===== config.mk =====
export PLATFORM = sky130hd
export DESIGN_NAME = cursor_overlay
export DESIGN_NICKNAME = d
export VERILOG_FILES = /design/src/rtl/cursor_ovl_pkg.sv /design/src/rtl/cursor_ovl_regs.sv /design/src/rtl/cursor_ovl_hit.sv /design/src/rtl/cursor_ovl_mix.sv /design/src/rtl/cursor_overlay.sv
export SDC_FILE = /design/constraint.sdc
export NUM_CORES = 2
export LEC_CHECK = 0
export BUFFER_PORTS_ARGS = -buffer_cell sky130_fd_sc_hd__buf_2
export CAP_MARGIN = 20
export CORE_UTILIZATION = 45
export CTS_CLUSTER_DIAMETER = 150
export DETAILED_ROUTE_END_ITERATION = 12
export GPL_TIMING_DRIVEN = 1
export PLACE_DENSITY = 0.57
export SLEW_MARGIN = 20
export SYNTH_ARGS = -nofsm -noshare
export SYNTH_HDL_FRONTEND = slang
export SYNTH_SLANG_ARGS = --single-unit

===== constraint.sdc =====
create_clock -name clk -period 5.55 [get_ports clk]
set_input_delay 0.2775 -clock clk [delete_from_list [all_inputs] [get_ports clk]]
set_output_delay 0.2775 -clock clk [all_outputs]
set_load 0.1 [all_outputs]

===== src/rtl/cursor_ovl_pkg.sv =====
package cursor_ovl_pkg;

   // Destination of a register write after address decode
   typedef enum logic [1:0] {
      WT_NONE  = 2'd0,
      WT_POS   = 2'd1,
      WT_MASK  = 2'd2,
      WT_IMAGE = 2'd3
   } wr_target_e;

   // Plane select bit value inside a row address
   localparam logic PLANE_SEL_MASK  = 1'b0;
   localparam logic PLANE_SEL_IMAGE = 1'b1;

endpackage


===== src/rtl/cursor_ovl_regs.sv =====
module cursor_ovl_regs
   import cursor_ovl_pkg::*;
#(
   parameter int unsigned CUR_DIM   = 32,
   parameter int unsigned COORD_W   = 16,
   parameter int unsigned ROW_IDX_W = $clog2(CUR_DIM),
   parameter int unsigned ADDR_W    = ROW_IDX_W + 2,
   parameter int unsigned DATA_W    = 2 * COORD_W
) (
   input  logic                clk,
   input  logic                rst_n,
   input  logic                wr_en,
   input  logic [ADDR_W-1:0]   wr_addr,
   input  logic [DATA_W-1:0]   wr_data,
   input  logic                frame_start,
   input  logic [ROW_IDX_W-1:0] rd_row,
   output logic [COORD_W-1:0]  act_x,
   output logic [COORD_W-1:0]  act_y,
   output logic [CUR_DIM-1:0]  mask_row,
   output logic [CUR_DIM-1:0]  image_row
);

   localparam logic [COORD_W-1:0] HIDE_POS = ~COORD_W'(CUR_DIM) + 1'b1;

   wr_target_e               tgt;
   logic [ROW_IDX_W-1:0]     wr_row;
   logic [COORD_W-1:0]       pend_x, pend_y;
   logic [CUR_DIM-1:0]       mask_mem  [CUR_DIM];
   logic [CUR_DIM-1:0]       image_mem [CUR_DIM];

   // Address decode: zero is the position word, top bit set selects a row
   always_comb begin
      wr_row = wr_addr[ROW_IDX_W-1:0];
      if (!wr_en)
         tgt = WT_NONE;
      else if (wr_addr == '0)
         tgt = WT_POS;
      else if (wr_addr[ADDR_W-1])
         tgt = (wr_addr[ADDR_W-2] == PLANE_SEL_IMAGE) ? WT_IMAGE : WT_MASK;
      else
         tgt = WT_NONE;
   end

   // Pending and active position (double buffered at frame start)
   always_ff @(posedge clk) begin
      if (!rst_n) begin
         pend_x <= HIDE_POS;
         pend_y <= HIDE_POS;
         act_x  <= HIDE_POS;
         act_y  <= HIDE_POS;
      end else begin
         if (tgt == WT_POS) begin
            pend_x <= wr_data[2*COORD_W-1:COORD_W];
            pend_y <= wr_data[COORD_W-1:0];
         end
         if (frame_start) begin
            act_x <= pend_x;
            act_y <= pend_y;
         end
      end
   end

   // One storage row per cursor line in each plane
   for (genvar r = 0; r < CUR_DIM; r++) begin : g_row
      always_ff @(posedge clk) begin
         if (!rst_n) begin
            mask_mem[r]  <= '0;
            image_mem[r] <= '0;
         end else if (wr_row == ROW_IDX_W'(r)) begin
            if (tgt == WT_MASK)
               mask_mem[r] <= wr_data[CUR_DIM-1:0];
            if (tgt == WT_IMAGE)
               image_mem[r] <= wr_data[CUR_DIM-1:0];
         end
      end
   end

   assign mask_row  = mask_mem[rd_row];
   assign image_row = image_mem[rd_row];

   AST_POS_HOLD: assert property (@(posedge clk) disable iff (!rst_n)
      !$past(frame_start) |-> ($stable(act_x) && $stable(act_y)));

endmodule


===== src/rtl/cursor_ovl_hit.sv =====
module cursor_ovl_hit #(
   parameter int unsigned CUR_DIM   = 32,
   parameter int unsigned COORD_W   = 16,
   parameter int unsigned PIX_W     = 8,
   parameter bit          MSB_LEFT  = 1'b1,
   parameter int unsigned ROW_IDX_W = $clog2(CUR_DIM)
) (
   input  logic                 clk,
   input  logic                 rst_n,
   input  logic                 pix_valid,
   input  logic [COORD_W-1:0]   beam_x,
   input  logic [COORD_W-1:0]   beam_y,
   input  logic [PIX_W-1:0]     pix_in,
   input  logic [COORD_W-1:0]   act_x,
   input  logic [COORD_W-1:0]   act_y,
   output logic                 s1_valid,
   output logic                 s1_hit,
   output logic [ROW_IDX_W-1:0] s1_row,
   output logic [ROW_IDX_W-1:0] s1_col,
   output logic [PIX_W-1:0]     s1_pix
);

   localparam int unsigned DW = COORD_W + 2;
   localparam logic [COORD_W-1:0] HIDE_POS = ~COORD_W'(CUR_DIM) + 1'b1;

   logic signed [DW-1:0]  dx, dy;
   logic                  in_x, in_y;
   logic [ROW_IDX_W-1:0]  col_idx;

   // Unsigned beam minus signed corner, wide enough never to wrap
   assign dx = $signed({2'b00, beam_x}) - $signed({{2{act_x[COORD_W-1]}}, act_x});
   assign dy = $signed({2'b00, beam_y}) - $signed({{2{act_y[COORD_W-1]}}, act_y});

   assign in_x = !dx[DW-1] && (dx[DW-2:0] < (DW-1)'(CUR_DIM));
   assign in_y = !dy[DW-1] && (dy[DW-2:0] < (DW-1)'(CUR_DIM));

   // Column to bit mapping variant
   if (MSB_LEFT) begin : g_msb_left
      assign col_idx = ROW_IDX_W'(CUR_DIM - 1) - dx[ROW_IDX_W-1:0];
   end else begin : g_lsb_left
      assign col_idx = dx[ROW_IDX_W-1:0];
   end

   always_ff @(posedge clk) begin
      if (!rst_n) begin
         s1_valid <= 1'b0;
         s1_hit   <= 1'b0;
         s1_row   <= '0;
         s1_col   <= '0;
         s1_pix   <= '0;
      end else begin
         s1_valid <= pix_valid;
         s1_hit   <= pix_valid && in_x && in_y;
         s1_row   <= dy[ROW_IDX_W-1:0];
         s1_col   <= col_idx;
         s1_pix   <= pix_in;
      end
   end

   AST_HIDDEN_NO_HIT: assert property (@(posedge clk) disable iff (!rst_n)
      (act_x == HIDE_POS && act_y == HIDE_POS) |=> !s1_hit);

   AST_HIT_NEEDS_VALID: assert property (@(posedge clk) disable iff (!rst_n)
      !pix_valid |=> !s1_hit);

endmodule


===== src/rtl/cursor_ovl_mix.sv =====
module cursor_ovl_mix #(
   parameter int unsigned CUR_DIM   = 32,
   parameter int unsigned PIX_W     = 8,
   parameter int unsigned ROW_IDX_W = $clog2(CUR_DIM)
) (
   input  logic                 clk,
   input  logic                 rst_n,
   input  logic                 s1_valid,
   input  logic                 s1_hit,
   input  logic [ROW_IDX_W-1:0] s1_col,
   input  logic [PIX_W-1:0]     s1_pix,
   input  logic [CUR_DIM-1:0]   mask_row,
   input  logic [CUR_DIM-1:0]   image_row,
   input  logic [PIX_W-1:0]     color0,
   input  logic [PIX_W-1:0]     color1,
   output logic [PIX_W-1:0]     pix_out,
   output logic                 cur_sel,
   output logic                 out_valid
);

   logic mask_bit, image_bit, show;

   assign mask_bit  = mask_row[s1_col];
   assign image_bit = image_row[s1_col];
   assign show      = s1_valid && s1_hit && mask_bit;

   always_ff @(posedge clk) begin
      if (!rst_n) begin
         pix_out   <= '0;
         cur_sel   <= 1'b0;
         out_valid <= 1'b0;
      end else begin
         out_valid <= s1_valid;
         cur_sel   <= show;
         if (show)
            pix_out <= image_bit ? color1 : color0;
         else
            pix_out <= s1_pix;
      end
   end

   AST_SEL_VALID: assert property (@(posedge clk) disable iff (!rst_n)
      cur_sel |-> out_valid);

endmodule


===== src/rtl/cursor_overlay.sv =====
module cursor_overlay #(
   parameter int unsigned CUR_DIM  = 32,
   parameter int unsigned COORD_W  = 16,
   parameter int unsigned PIX_W    = 8,
   parameter bit          MSB_LEFT = 1'b1,
   parameter int unsigned ROW_IDX_W = $clog2(CUR_DIM),
   parameter int unsigned ADDR_W   = ROW_IDX_W + 2,
   parameter int unsigned DATA_W   = 2 * COORD_W
) (
   input  logic               clk,
   input  logic               rst_n,
   input  logic               wr_en,
   input  logic [ADDR_W-1:0]  wr_addr,
   input  logic [DATA_W-1:0]  wr_data,
   input  logic               frame_start,
   input  logic               pix_valid,
   input  logic [COORD_W-1:0] beam_x,
   input  logic [COORD_W-1:0] beam_y,
   input  logic [PIX_W-1:0]   pix_in,
   input  logic [PIX_W-1:0]   color0,
   input  logic [PIX_W-1:0]   color1,
   output logic [PIX_W-1:0]   pix_out,
   output logic               cur_sel,
   output logic               out_valid
);

   // Elaboration-time parameter checks
   if ((1 << ROW_IDX_W) != CUR_DIM) begin : g_chk_pow2
      $error("cursor size must be a power of two");
   end
   if (CUR_DIM > DATA_W) begin : g_chk_row
      $error("a cursor row must fit in one write word");
   end
   if (COORD_W <= ROW_IDX_W) begin : g_chk_coord
      $error("coordinate width too small for cursor size");
   end

   logic [COORD_W-1:0]   act_x, act_y;
   logic [CUR_DIM-1:0]   mask_row, image_row;
   logic                 s1_valid, s1_hit;
   logic [ROW_IDX_W-1:0] s1_row, s1_col;
   logic [PIX_W-1:0]     s1_pix;

   cursor_ovl_regs #(
      .CUR_DIM(CUR_DIM), .COORD_W(COORD_W), .ROW_IDX_W(ROW_IDX_W),
      .ADDR_W(ADDR_W), .DATA_W(DATA_W)
   ) u_regs (
      .clk(clk), .rst_n(rst_n), .wr_en(wr_en), .wr_addr(wr_addr),
      .wr_data(wr_data), .frame_start(frame_start), .rd_row(s1_row),
      .act_x(act_x), .act_y(act_y), .mask_row(mask_row), .image_row(image_row)
   );

   cursor_ovl_hit #(
      .CUR_DIM(CUR_DIM), .COORD_W(COORD_W), .PIX_W(PIX_W),
      .MSB_LEFT(MSB_LEFT), .ROW_IDX_W(ROW_IDX_W)
   ) u_hit (
      .clk(clk), .rst_n(rst_n), .pix_valid(pix_valid), .beam_x(beam_x),
      .beam_y(beam_y), .pix_in(pix_in), .act_x(act_x), .act_y(act_y),
      .s1_valid(s1_valid), .s1_hit(s1_hit), .s1_row(s1_row),
      .s1_col(s1_col), .s1_pix(s1_pix)
   );

   cursor_ovl_mix #(
      .CUR_DIM(CUR_DIM), .PIX_W(PIX_W), .ROW_IDX_W(ROW_IDX_W)
   ) u_mix (
      .clk(clk), .rst_n(rst_n), .s1_valid(s1_valid), .s1_hit(s1_hit),
      .s1_col(s1_col), .s1_pix(s1_pix), .mask_row(mask_row),
      .image_row(image_row), .color0(color0), .color1(color1),
      .pix_out(pix_out), .cur_sel(cur_sel), .out_valid(out_valid)
   );

   AST_OUT_LATENCY: assert property (@(posedge clk) disable iff (!rst_n)
      out_valid |-> $past(pix_valid, 2));

   AST_PASS_THROUGH: assert property (@(posedge clk) disable iff (!rst_n)
      (out_valid && !cur_sel) |-> (pix_out == $past(pix_in, 2)));

   AST_SEL_COLOUR: assert property (@(posedge clk) disable iff (!rst_n)
      cur_sel |-> (pix_out == $past(color0) || pix_out == $past(color1)));

endmodule


==> impl_metrics.ini <==
[sta]
whs_ns = 0.0563
fin_crit_ns = 5.33
hold_viol = 0
fmax_ghz = 0.188
relSlewSlack_pct = 14.3
rsz0062_at_grt = false
slew_viol_final = 0
setup_violations = 0
worst_pin_slew_ns = 1.29
fin_crit_sh_pct = 96.1
finalSetupTns_ns = 0
finalClockSkew_ns = 0.0259
fin_ws_ns = 0.218

[clock_tree]
numCtsBuffers = 226
clk_pin_slew_ns = 0.06
cts_sinks = 2142
clk_latency_ns = 0.87
cts_tree = done
cts_root_buf = clkbuf_16
clockBufferDepth = 3
cts-htree-levels = 4

[synth]
synthTopCellsByArea = edfxtp_1, and2_1, mux4_2
yosys.cell_types.count = 68
ys_ff_latch = 2142
yosys_warnings = 0
async_flop_share_pct = 0
synth.avg_cell_area_um2 = 14.9
synthTopCellsByCount = and2_1, edfxtp_1, clkbuf_1
ys_seq_area_share_pct = 64.4
synthFlopType = edfxtp_1
synth_most_common_cell = and2_1
netlist_area_mm2 = 0.0984
synthCells = 6588
synth_top_area_cell = edfxtp_1
synth_edf_count = 2048
synth_nets = 6724
synth_top_area_share_pct = 62.5

[critical_path]
crit_path_top_delay_cell = a2111oi_0
crit_path_start_kind = register
path_cells = buf_12 -> mux4_2 -> mux2_2 -> o22ai_1 -> o21ai_0 -> a2111oi_0 -> nor4_1 -> a22o_1 -> buf_12 -> nor2_1 -> a211oi_2 -> dlygate4sd3_1
crit_fanout = 42
crit_top_cell = buf_12
required_ns = 6.31
cp_slowest_stage_delay_ns = 0.81
path_class = register to register
arrival_ns = 6.10
worstSetupEndpointType = register

[place]
port_buffers = 109
place.gp.congestion = 0.963
placed_area_mm2 = 0.103
preCtsSetupSlack_ns = 0.574
dpl.hpwl_um = 175000

[final_layout]
design_area_mm2 = 0.110
syn_to_final_growth_pct = 12.0
fin_util_pct = 50.7
drive_gt1_share_pct = 19.3
nets = 6691

[worst_hold_path]
hold_class = primary input to register

[global_route]
grt_pass1_vias = 56748
grt_overflow = 0
track_usage_pct = 27.3
grt_pass1_wl_um = 430000
antenna_found_initial = 23
grt_max_degree = 77

[drt]
ant_nets = 0
wire_per_inst_um = 31.5
via_count = 56510
firstDrtPassIters = 8
drcViolationCount = 0
drt_iter0_drc = 6895
viasPerCell = 5.88
wirelength_um = 303000

[die]
chipHeight_um = 470
start_util_pct = 45.3
core_area_mm2 = 0.217
fp-row-count = 171
die-area_mm2 = 0.220
die_w_um = 470
pin_count = 110

[status]
outcome = finished clean

[job]
drv_cap = 0

[pwr]
cellPowerDensity_mw_per_mm2 = 331
vdd_drop_max_uv = 385
p_leak_nw = 37.6
flip-flops by register name, indices dropped and copies added (netlist names), named ones only:
name / cells
u_hit.s1_valid: 1
u_hit.s1_hit: 1
u_hit.s1_col: 5
u_regs.pend_y: 16
u_regs.pend_x: 16
u_regs.mask_mem: 1024
u_hit.s1_pix: 8
u_mix.cur_sel: 1
u_mix.out_valid: 1
u_regs.act_x: 16
u_regs.image_mem: 1024
u_mix.pix_out: 8
u_regs.act_y: 16
layout by cell type (no fill, tap or decap), types with 24 or more instances in the layout:
cell / count
and2_1: 2066
edfxtp_1: 2048
mux4_2: 473
clkbuf_16: 231
buf_4: 204
nand2_1: 170
mux2i_1: 128
buf_2: 99
nor2_1: 90
dfxtp_1: 88
o21ai_0: 75
a21oi_1: 64
o21ai_4: 62
clkbuf_1: 58
inv_1: 53
dlygate4sd3_1: 52
clkinv_1: 50
nand3_1: 48
a22oi_1: 47
nor2_4: 45
clkinv_2: 41
o22ai_1: 38
ha_1: 34
nand2b_1: 29
mux2_2: 28
o211ai_1: 27
a221oi_1: 27
nor3_1: 26
o221ai_1: 26
nor2_2: 24
buf_12: 24
cell type report:
type	instances	area [um^2]
Multi-Input combinational cell	3749	32900
Antenna cell	14	35.0
Sequential cell	2142	63400
Fill cell	17898	107000
Clock buffer	296	6090
Timing Repair Buffer	382	3080
Tap cell	2854	3570
Clock inverter	116	881
Inverter	54	203
worst max-delay path: cells and delay by family (launching register included):
| family | cells | cell delay [ns] |
|---|---|---|
| AO/OA/AOI/OAI | 5 | 1.91 |
| flip-flops | 1 | 0.76 |
| multiplexers | 2 | 0.87 |
| buffers and inverters | 3 | 1.15 |
| AND/OR/NAND/NOR | 2 | 0.34 |
metal layers:
metal / global-route usage [%] / up-vias / wire (um)
met5: 0 / - / 0
met4: 7.97 / 0 / 8860
met3: 5.08 / 434 / 24800
met2: 43.4 / 2371 / 143000
met1: 38.2 / 29599 / 126000
li1: - / 24106 / -
power breakdown:
part           internal, W  switching, W  leakage [nW]
Combinational      0.00106       0.00206          13.9
Clock              0.00818       0.00641          3.43
Sequential          0.0185      0.000249          20.2
Total               0.0277       0.00871          37.6
logic make-up after synthesis:
family | share of synthesized area [%]
muxes | 12.9
buffers and inverters | 3.26
and+or+nand+nor | 15.4
AOI/OAI and AO/OA | 3.32
xor gates and xnor gates | 0.134
DFF | 64.4
adders and majority gates | 0.473
metrics by stage:
step,cells,power [W]
floorplan,6588,0.0208
global placement,9126,0.0221
detailed placement,9127,0.0221
CTS,9590,0.0366
global route,9599,0.0374
finish,9607,0.0364
worst paths after layout:
kind	end	slack [ns]	startpoint	cells past startpoint
worst max-delay path	u_mix.pix_out[4]$_SDFF_PN0_	0.22	register	12
worst min-delay path	u_regs.pend_x[11]$_SDFFE_PN1N_	0.06	wr_data[27]	3
worst max register to register	u_mix.pix_out[4]$_SDFF_PN0_	0.22	register	12
worst min register to register	u_regs.pend_x[0]$_SDFFE_PN0N_	0.46	u_regs.pend_x[0]$_SDFFE_PN0N_	2
repair_timing:
| action | 4_1_cts | 5_1_grt |
|---|---|---|
| hold endpoints to repair | 90 | 7 |
| buffers inserted | 0 | 1 |
| resized for setup | 0 | 1 |
| hold buffers | 51 | 1 |
| setup endpoints to repair | 0 | 8 |
Power figures use the tool's default switching activity.
